File: config.mk
export PLATFORM = sky130hd
export DESIGN_NAME = twoStageWatchdog
export DESIGN_NICKNAME = d
export VERILOG_FILES = /design/src/rtl/wdogPkg.sv /design/src/rtl/wdogDatapath.sv /design/src/rtl/wdogControl.sv /design/src/rtl/twoStageWatchdog.sv
export SDC_FILE = /design/constraint.sdc
export NUM_CORES = 1
export LEC_CHECK = 0
export BUFFER_PORTS_ARGS = -buffer_cell sky130_fd_sc_hd__clkbuf_2
export CAP_MARGIN = 20
export CORE_MARGIN = 2
export CORE_UTILIZATION = 55
export DETAILED_ROUTE_END_ITERATION = 6
export GPL_ROUTABILITY_DRIVEN = 0
export HOLD_SLACK_MARGIN = 0.15
export PLACE_DENSITY = 0.79
export SLEW_MARGIN = 0
export SYNTH_ARGS = -nofsm -noshare
export SYNTH_HDL_FRONTEND = slang
export SYNTH_HIERARCHICAL = 1
export SYNTH_SLANG_ARGS = --single-unit
export TNS_END_PERCENT = 30
File: constraint.sdc
create_clock -name clk -period 3.9 [get_ports clk]
set_input_delay 0.585 -clock clk [delete_from_list [all_inputs] [get_ports clk]]
set_output_delay 0.585 -clock clk [all_outputs]
set_load 0.005 [all_outputs]
File: src/rtl/wdogPkg.sv
package wdogPkg;
  localparam logic [11:0] OFF_START  = 12'h000;
  localparam logic [11:0] OFF_COUNT  = 12'h004;
  localparam logic [11:0] OFF_CTRL   = 12'h008;
  localparam logic [11:0] OFF_CLEAR  = 12'h00C;
  localparam logic [11:0] OFF_RAW    = 12'h010;
  localparam logic [11:0] OFF_MASKED = 12'h014;
  localparam logic [11:0] OFF_LOCK   = 12'hC00;
  localparam logic [31:0] UNLOCK_KEY = 32'h1ACCE551;

  typedef struct packed {
    logic reload;
    logic decrement;
  } dpStrobe_t;
endpackage

File: src/rtl/wdogDatapath.sv
module wdogDatapath
  import wdogPkg::*;
#(
  parameter int CNT_W = 32
) (
  input  logic             clk,
  input  logic             rstN,
  input  dpStrobe_t        strobe,
  input  logic [CNT_W-1:0] loadValue,
  output logic [CNT_W-1:0] cntValue,
  output logic             cntIsZero
);
  localparam logic [CNT_W-1:0] CNT_RESET = {CNT_W{1'b1}};
  localparam logic [CNT_W-1:0] CNT_ONE   = CNT_W'(1);

  logic [CNT_W-1:0] cntReg;

  always_ff @(posedge clk) begin
    if (!rstN) begin
      cntReg <= CNT_RESET;
    end else if (strobe.reload) begin
      cntReg <= loadValue;
    end else if (strobe.decrement) begin
      cntReg <= cntReg - CNT_ONE;
    end
  end

  assign cntValue  = cntReg;
  assign cntIsZero = (cntReg == '0);

  AST_DEC_STEP: assert property (@(posedge clk) disable iff (!rstN)
    (strobe.decrement && !strobe.reload) |=> (cntValue == $past(cntValue) - CNT_ONE));

  AST_RELOAD_VALUE: assert property (@(posedge clk) disable iff (!rstN)
    strobe.reload |=> (cntValue == $past(loadValue)));

  AST_HOLD_IDLE: assert property (@(posedge clk) disable iff (!rstN)
    (!strobe.reload && !strobe.decrement) |=> $stable(cntValue));
endmodule

File: src/rtl/wdogControl.sv
module wdogControl
  import wdogPkg::*;
#(
  parameter int CNT_W  = 32,
  parameter int ADDR_W = 12,
  parameter int DATA_W = 32
) (
  input  logic              clk,
  input  logic              rstN,
  input  logic              countTick,
  input  logic [ADDR_W-1:0] busAddr,
  input  logic [DATA_W-1:0] busWdata,
  input  logic              busWe,
  input  logic              busRe,
  output logic [DATA_W-1:0] busRdata,
  input  logic [CNT_W-1:0]  cntValue,
  input  logic              cntIsZero,
  output dpStrobe_t         strobe,
  output logic [CNT_W-1:0]  loadValue,
  output logic              irqOut,
  output logic              rstReqOut
);
  localparam logic [CNT_W-1:0] START_RESET = {CNT_W{1'b1}};

  logic             locked;
  logic [CNT_W-1:0] startReg;
  logic             intEn;
  logic             resEn;
  logic             rawPending;
  logic             stopped;
  logic             rstReqReg;

  logic hitStart, hitCount, hitCtrl, hitClear, hitRaw, hitMasked, hitLock;
  logic wrOpen, clrWrite, enableRise, running, timeout, firstTimeout, secondTimeout;

  assign hitStart  = (busAddr == ADDR_W'(OFF_START));
  assign hitCount  = (busAddr == ADDR_W'(OFF_COUNT));
  assign hitCtrl   = (busAddr == ADDR_W'(OFF_CTRL));
  assign hitClear  = (busAddr == ADDR_W'(OFF_CLEAR));
  assign hitRaw    = (busAddr == ADDR_W'(OFF_RAW));
  assign hitMasked = (busAddr == ADDR_W'(OFF_MASKED));
  assign hitLock   = (busAddr == ADDR_W'(OFF_LOCK));

  assign wrOpen        = busWe && !locked;
  assign clrWrite      = wrOpen && hitClear;
  assign enableRise    = wrOpen && hitCtrl && busWdata[0] && !intEn;
  assign running       = intEn && !stopped;
  assign timeout       = running && countTick && cntIsZero;
  assign firstTimeout  = timeout && !rawPending && !clrWrite;
  assign secondTimeout = timeout && rawPending && !clrWrite;

  always_comb begin
    strobe.reload    = clrWrite || enableRise || firstTimeout;
    strobe.decrement = running && countTick && !cntIsZero;
  end

  always_ff @(posedge clk) begin
    if (!rstN) begin
      locked <= 1'b1;
    end else if (busWe && hitLock) begin
      locked <= (DATA_W'(busWdata) != DATA_W'(UNLOCK_KEY));
    end
  end

  always_ff @(posedge clk) begin
    if (!rstN) begin
      startReg <= START_RESET;
      intEn    <= 1'b0;
      resEn    <= 1'b0;
    end else begin
      if (wrOpen && hitStart) startReg <= busWdata[CNT_W-1:0];
      if (wrOpen && hitCtrl) begin
        intEn <= busWdata[0];
        resEn <= busWdata[1];
      end
    end
  end

  always_ff @(posedge clk) begin
    if (!rstN) begin
      rawPending <= 1'b0;
      stopped    <= 1'b0;
      rstReqReg  <= 1'b0;
    end else begin
      if (clrWrite) rawPending <= 1'b0;
      else if (firstTimeout) rawPending <= 1'b1;

      if (clrWrite || enableRise) stopped <= 1'b0;
      else if (secondTimeout) stopped <= 1'b1;

      if (secondTimeout && resEn) rstReqReg <= 1'b1;
    end
  end

  assign loadValue = startReg;
  assign irqOut    = rawPending && intEn;
  assign rstReqOut = rstReqReg;

  always_comb begin
    busRdata = '0;
    if (busRe) begin
      if (hitStart)       busRdata = DATA_W'(startReg);
      else if (hitCount)  busRdata = DATA_W'(cntValue);
      else if (hitCtrl)   busRdata = DATA_W'({resEn, intEn});
      else if (hitRaw)    busRdata = DATA_W'(rawPending);
      else if (hitMasked) busRdata = DATA_W'(rawPending && intEn);
      else if (hitLock)   busRdata = DATA_W'(locked);
    end
  end

  AST_LOCKED_START_HOLD: assert property (@(posedge clk) disable iff (!rstN)
    (locked && busWe && hitStart) |=> $stable(startReg));

  AST_LOCKED_PENDING_HOLD: assert property (@(posedge clk) disable iff (!rstN)
    (locked && busWe && hitClear && rawPending) |=> rawPending);

  AST_FIRST_TIMEOUT: assert property (@(posedge clk) disable iff (!rstN)
    firstTimeout |=> rawPending);

  AST_STOP_AT_ZERO: assert property (@(posedge clk) disable iff (!rstN)
    $rose(rstReqOut) |-> cntIsZero);

  AST_RSTREQ_STICKY: assert property (@(posedge clk) disable iff (!rstN)
    rstReqOut |=> rstReqOut);

  AST_CLEAR_DROPS: assert property (@(posedge clk) disable iff (!rstN)
    clrWrite |=> !rawPending);
endmodule

File: src/rtl/twoStageWatchdog.sv
module twoStageWatchdog
  import wdogPkg::*;
#(
  parameter int CNT_W  = 32,
  parameter int ADDR_W = 12,
  parameter int DATA_W = 32
) (
  input  logic              clk,
  input  logic              rstN,
  input  logic              countTick,
  input  logic [ADDR_W-1:0] busAddr,
  input  logic [DATA_W-1:0] busWdata,
  input  logic              busWe,
  input  logic              busRe,
  output logic [DATA_W-1:0] busRdata,
  output logic              irqOut,
  output logic              rstReqOut
);
  dpStrobe_t        strobe;
  logic [CNT_W-1:0] loadValue;
  logic [CNT_W-1:0] cntValue;
  logic             cntIsZero;

  wdogControl #(.CNT_W(CNT_W), .ADDR_W(ADDR_W), .DATA_W(DATA_W)) ctrlInst (
    .clk(clk), .rstN(rstN), .countTick(countTick),
    .busAddr(busAddr), .busWdata(busWdata), .busWe(busWe), .busRe(busRe),
    .busRdata(busRdata), .cntValue(cntValue), .cntIsZero(cntIsZero),
    .strobe(strobe), .loadValue(loadValue), .irqOut(irqOut), .rstReqOut(rstReqOut)
  );

  wdogDatapath #(.CNT_W(CNT_W)) dpInst (
    .clk(clk), .rstN(rstN), .strobe(strobe), .loadValue(loadValue),
    .cntValue(cntValue), .cntIsZero(cntIsZero)
  );
endmodule

==> run metrics, run 1 <==
status=finished, final reports clean; hold slack=0.457 ns; final hold violations=0; area of the die=8290 um^2; fmax=276 MHz; Detail Placement HPWL=7.76 mm; Vias/cell=just over 6; Max transition margin=37.4%; P&R area growth vs syn=14.9%; CTS root buffer=clkbuf_8; Die Span Y=between 90 and 100 um; Initial Util=~57%; CTS Buf Count=9; Ant. Diodes=0; total power draw=between 1 and 1.5 mW; Synth area leaders=dfxtp_1, mux2i_1, nand2_1; Register-to-Register Path Depth=10; overall global routing resource usage=26.9%; Avg Inst Size Synth=7.71 um^2; grt ovf=0; post-synthesis sequential area ratio=33.6%; max-cap violations=0; Worst Tran Pin Value=0.937 ns; IO Pins=83; CP startpoint kind=register; Synth Instances=540; Fin Clk Skew=0.0123 ns; fill cell count=644; main combinational cell family by area after synthesis=simple AND/OR/NAND/NOR gates; crit end category=register; core area=7290 um^2; Final Non-Filler Cells=708; worst hold stages=3; H-tree depth=3; initial antenna violation count=0; synth unique cells=55; global-route wire length before repair=about 18 mm; TritonCTS clock tree=done; R2R Path End=dpInst/cntValue[29]; RSZ-0062 raised after global routing=false; setup tns final=0 ns; Yosys warnings=6; Synth Register Bits=70; post-synthesis compound-gate area fraction=11.1%; Finished Cell Area=4790 um^2; placement row count=31; Storage cell area=1400 um^2; # Post-CTS Setup Buffers=0; die width=approximately 90 um; Reg2Reg Launch Point=dpInst/cntValue[15]; setup ws final=roughly 0.27 ns; routed wire length=11.2 mm; arrival time worst endpoint=3.88 ns; startpoint of the worst hold path=busWdata[15]; period utilization=93.1%; setup violators final=0; commonest non-fill, non-tap cells in the layout=nand2_1, clkbuf_2, dfxtp_1; later-pin clock latency in the skew report=0.35 ns; number of synthesized flops with an enable pin=0; R2R setup slack=0.27 ns; Power Dens Cells=286 nW/um^2; multiplexer share of the synthesized area=under 10%; vias in the first global route=3950; largest net degree at the start of global routing=96; Nets=654; CP max FO=10; DR DRC count=0; post-route ant nets=0; routed vias=4283; kind of critical path=register to register; biggest area consumer among synthesized cells=dfxtp_1; Leakage=approximately 2.1 nW; top_reg_cell synth=dfxtp_1; critical path startpoint=dpInst/cntValue[15]; drt wl/cell=15.9 um; synthesized netlist net count=590; CTS sink cnt=70; area of the multi-input gates=~2500 um^2; post-layout util=65.6%; most common cell after layout, fill and taps aside=nand2_1; maximum buffer depth of the clock tree=2; dpl cells=approximately 690; Post-Synth Simple-Gate Area=38.9%; Synth top area share=33.6%; Synth Area in XOR/XNOR=2.10%; asr flop ratio synth=0%; Hold Crit Class=input pin to register; Placement Cell Area=about 4600 um^2; Setup Slack @ Placement=0.444 ns; Initial DRC Count=between 300 and 400; First-pass DRT Iterations=5; Post-Synth Adder-Cell Area=0.300%; max-slew violations=0; clock slew at reported path FFs=0.08 ns; Port Buffer Count=82; Mapped Area=4170 um^2; Post-CTS Resized=0; Tmin final=about 3.6 ns; layout cells sized above 1=18.6%; Post-CTS Hold Buffers=0; Crit path required time=~4.2 ns; Max IR drop VDD=around 0.00018 V; crit path capture=dpInst/cntValue[29]
==> cell usage after synthesis, drive strengths merged (11+ instances only) <==
cell,instances
buf,14
clkbuf,26
dfxtp,70
inv,13
mux2i,35
nand2,87
nand3,41
nand3b,17
nor2,63
nor3,16
nor4,22
o21ai,11
o311a,12
or4,13
==> power breakdown <==
group	internal, mW	leakage [nW]	switching (mW)
clock network	0.234	0.0751	0.300
logic	0.0456	1.50	0.0587
registers	0.721	0.567	0.00871
total	1.00	2.14	0.368
==> final cells by class <==
cell class,instances,area share (%)
multi-input cells,417,53.2
flip-flops and latches,70,29.3
repair buffers,93,10.3
clock buffers,10,2.67
well taps,99,2.59
inverters,13,1.02
clock inverters,6,0.993
==> per-layer routing <==
layer,vias to the layer above,global-route usage (%),wire [um]
met5,-,0,0
met4,0,7.20,167
met3,17,4.65,739
met2,173,44.8,5300
met1,2009,36.2,5030
li1,2084,-,-
==> flip-flops by register name, indices dropped and copies added (netlist names) <==
| name | cells |
|---|---|
| ctrlInst/intEn | 1 |
| ctrlInst/loadValue | 32 |
| ctrlInst/locked | 1 |
| ctrlInst/rawPending | 1 |
| ctrlInst/resEn | 1 |
| ctrlInst/rstReqOut | 1 |
| ctrlInst/stopped | 1 |
| dpInst/cntValue | 32 |
==> critical path: stages, from the launching register on <==
cell and delay (ns):
dfxtp_1 0.48, or4_1 0.29, or3_1 0.18, nor3_1 0.07
and3_1 0.17, nor3_1 0.57, nor4b_1 0.34, nand4_1 0.51
buf_4 0.35, o311a_1 0.34, nor3_1 0.22
==> logic make-up (layout without fill, tap and decap cells) <==
logic type / after synthesis / after routing
buf+inv: 53 / 122
simple gates: 310 / 310
compound gates: 61 / 61
xor+xnor: 10 / 10
flops: 70 / 70
mux: 35 / 35
fa+ha+maj: 1 / 1
==> how the worst min path moves through the flow <==
| stage | to | slack [ns] |
|---|---|---|
| 2_1_floorplan | ctrlInst/loadValue[24] | 0.45 |
| 3_3_place_gp | ctrlInst/loadValue[12] | 0.47 |
| 3_5_place_dp | ctrlInst/loadValue[29] | 0.48 |
| 4_1_cts | ctrlInst/loadValue[15] | 0.45 |
| 5_1_grt | ctrlInst/loadValue[10] | 0.46 |
| 6_report | ctrlInst/loadValue[15] | 0.46 |
No activity file was read; power rests on OpenSTA's default activity.
==> run 2: changes to the inputs <==
==> constraint.sdc (replaced) <==
create_clock -name clk -period 3.9 [get_ports clk]
set_input_delay 0.585 -clock clk [delete_from_list [all_inputs] [get_ports clk]]
set_output_delay 0.585 -clock clk [all_outputs]
set_load 0.05 [all_outputs]
==> run metrics, run 2 (synthesis gave the netlist of run 1 again) <==
status=finished, final reports clean (unchanged); Initial DRC Count=376 (was 381); routed wl met2=5.10 mm (was 5.30 mm); maximum buffer depth of the clock tree=2 (unchanged); later-pin clock latency in the skew report=0.35 ns (about the same); clock slew at reported path FFs=0.08 ns (about the same); commonest non-fill, non-tap cells in the layout=nand2_1, clkbuf_2, dfxtp_1 (unchanged); Initial Util=57.1% (unchanged); sequential share of power=46.6% (was 53.3%); P&R area growth vs syn=16.6% (was 14.9%); WL met3=810 um (was 739 um); Ant. Diodes=0 (unchanged); fill cell count=662 (was 644); drt wl/cell=15.7 um (was 15.9 um); CP max FO=10 (unchanged); layout cells sized above 1=18.6% (unchanged); combinational share of power=6.6% (was 7.6%); Leakage=2.18 nW (was 2.14 nW); Hold Crit Class=input pin to register (unchanged); kind of critical path=register to register (unchanged); hold slack=0.452 ns (was 0.457 ns); crit end category=register (unchanged); DR DRC count=0 (unchanged); Clk network pwr share=46.8% (was 39.0%); max-cap violations=0 (unchanged); Detail Placement HPWL=7.63 mm (was 7.76 mm); Max IR drop VDD=0.000230 V (was 0.000179 V); Post-CTS Hold Buffers=0 (unchanged); CTS sink cnt=70 (unchanged); routed wire length=11.1 mm (was 11.2 mm); overall global routing resource usage=26.6% (was 26.9%); fmax=277 MHz (was 276 MHz); Post-CTS Resized=0 (unchanged); Tmin final=3.62 ns (was 3.63 ns); TritonCTS clock tree=done (unchanged); Register-to-Register Path Depth=10 (unchanged); Crit path required time=4.16 ns (was 4.15 ns); wire length on met1=4.94 mm (was 5.03 mm); grt ovf=0 (unchanged); CTS Buf Count=9 (unchanged); IO Pins=83 (unchanged); Die Span Y=91.0 um (unchanged); largest net degree at the start of global routing=96 (unchanged); Fin Clk Skew=0.0139 ns (was 0.0123 ns); RSZ-0062 raised after global routing=false (unchanged); First-pass DRT Iterations=5 (unchanged); die width=91.0 um (unchanged); most common cell after layout, fill and taps aside=nand2_1 (unchanged); setup tns final=0 ns (unchanged); setup violators final=0 (unchanged); Port Buffer Count=82 (unchanged); final hold violations=0 (unchanged); Vias/cell=6.08 (was 6.05); vias in the first global route=4021 (was 3950); period utilization=92.7% (was 93.1%); max-slew violations=0 (unchanged); area of the die=8290 um^2 (unchanged); placement row count=31 (unchanged); initial antenna violation count=0 (unchanged); global-route wire length before repair=18.2 mm (was 18.5 mm); Nets=654 (unchanged); arrival time worst endpoint=3.87 ns (was 3.88 ns); Pint=1.21 mW (was 1.00 mW); H-tree depth=3 (unchanged); CTS root buffer=clkbuf_8 (unchanged); CP startpoint kind=register (unchanged); # Post-CTS Setup Buffers=0 (unchanged); Worst Tran Pin Value=0.959 ns (was 0.937 ns); Psw=0.357 mW (was 0.368 mW); Sw Ratio=22.8% (was 26.9%); Power Dens Cells=323 nW/um^2 (was 286 nW/um^2); Top Layer Used=met4 (unchanged); routed vias=4304 (was 4283); post-route ant nets=0 (unchanged); core area=7290 um^2 (unchanged); worst hold stages=3 (unchanged); Max transition margin=35.9% (was 37.4%)
run 2: cell count changes in the layout (fill, tap and decap cells not counted), sizes merged:
cell      delta
bufinv       +3
clkbuf       +1
clkinvlp     -3
inv          -1
run 2: layout make-up:
| class | instances | area [um^2] | area share (%) |
|---|---|---|---|
| clock buffer | 11 | 141 | 2.91 |
| clock inverter | 5 | 106 | 2.19 |
| inverter | 13 | 48.8 | 1.00 |
| multi-input combinational | 417 | 2540 | 52.4 |
| sequential | 70 | 1400 | 28.8 |
| tap | 99 | 124 | 2.55 |
| timing repair buffer | 93 | 493 | 10.1 |
run 2: power by group through the flow:
stage                     Sequential, mW  Combinational (mW)  Clock, mW
after floorplan                    0.744              0.0592          0
after global placement             0.746               0.101          0
after detailed placement           0.747               0.102          0
after CTS                          0.730               0.103      0.738
after global routing               0.731               0.113      0.758
final                              0.730               0.104      0.734
run 2: worst max-delay path, cell delays in order, from the launching register on:
cell and delay [ns]:
dfxtp_1 0.47, or4_1 0.31, or3_1 0.19, nor3_1 0.08
and3_1 0.17, nor3_1 0.61, nor4b_1 0.32, nand4_1 0.49
buf_4 0.35, o311a_1 0.30, a311oi_1 0.25
run 2: path summary, 6_finish.rpt:
path | start | end | slack [ns]
max reg2reg | dpInst/cntValue[15] | dpInst/cntValue[21] | 0.28
min reg2reg | ctrlInst/loadValue[4] | ctrlInst/loadValue[4] | 0.48
max | dpInst/cntValue[15] | dpInst/cntValue[21] | 0.28
min | busWdata[13] | ctrlInst/loadValue[13] | 0.45
run 2: metrics by stage:
step | cell area, um^2 | utilization [%] | setup WS, ns | std cells | total power, mW
after floorplan | 4170 | - | 0.730 | 540 | 0.803
after global placement | 4610 | 63.2 | 0.672 | 692 | 0.847
after detailed placement | 4610 | 63.2 | 0.413 | 692 | 0.849
after CTS | 4860 | 66.6 | 0.376 | 708 | 1.57
after global routing | 4860 | 66.6 | 0.0664 | 708 | 1.60
final | 4860 | 66.6 | 0.285 | 708 | 1.57
run 2: routing by layer:
| metal | global-route usage (%) | up-vias |
|---|---|---|
| met4 | 12.5 | 0 |
| met3 | 3.57 | 29 |
| met5 | 0 | - |
| met1 | 35.7 | 2007 |
| li1 | - | 2081 |
| met2 | 42.2 | 187 |
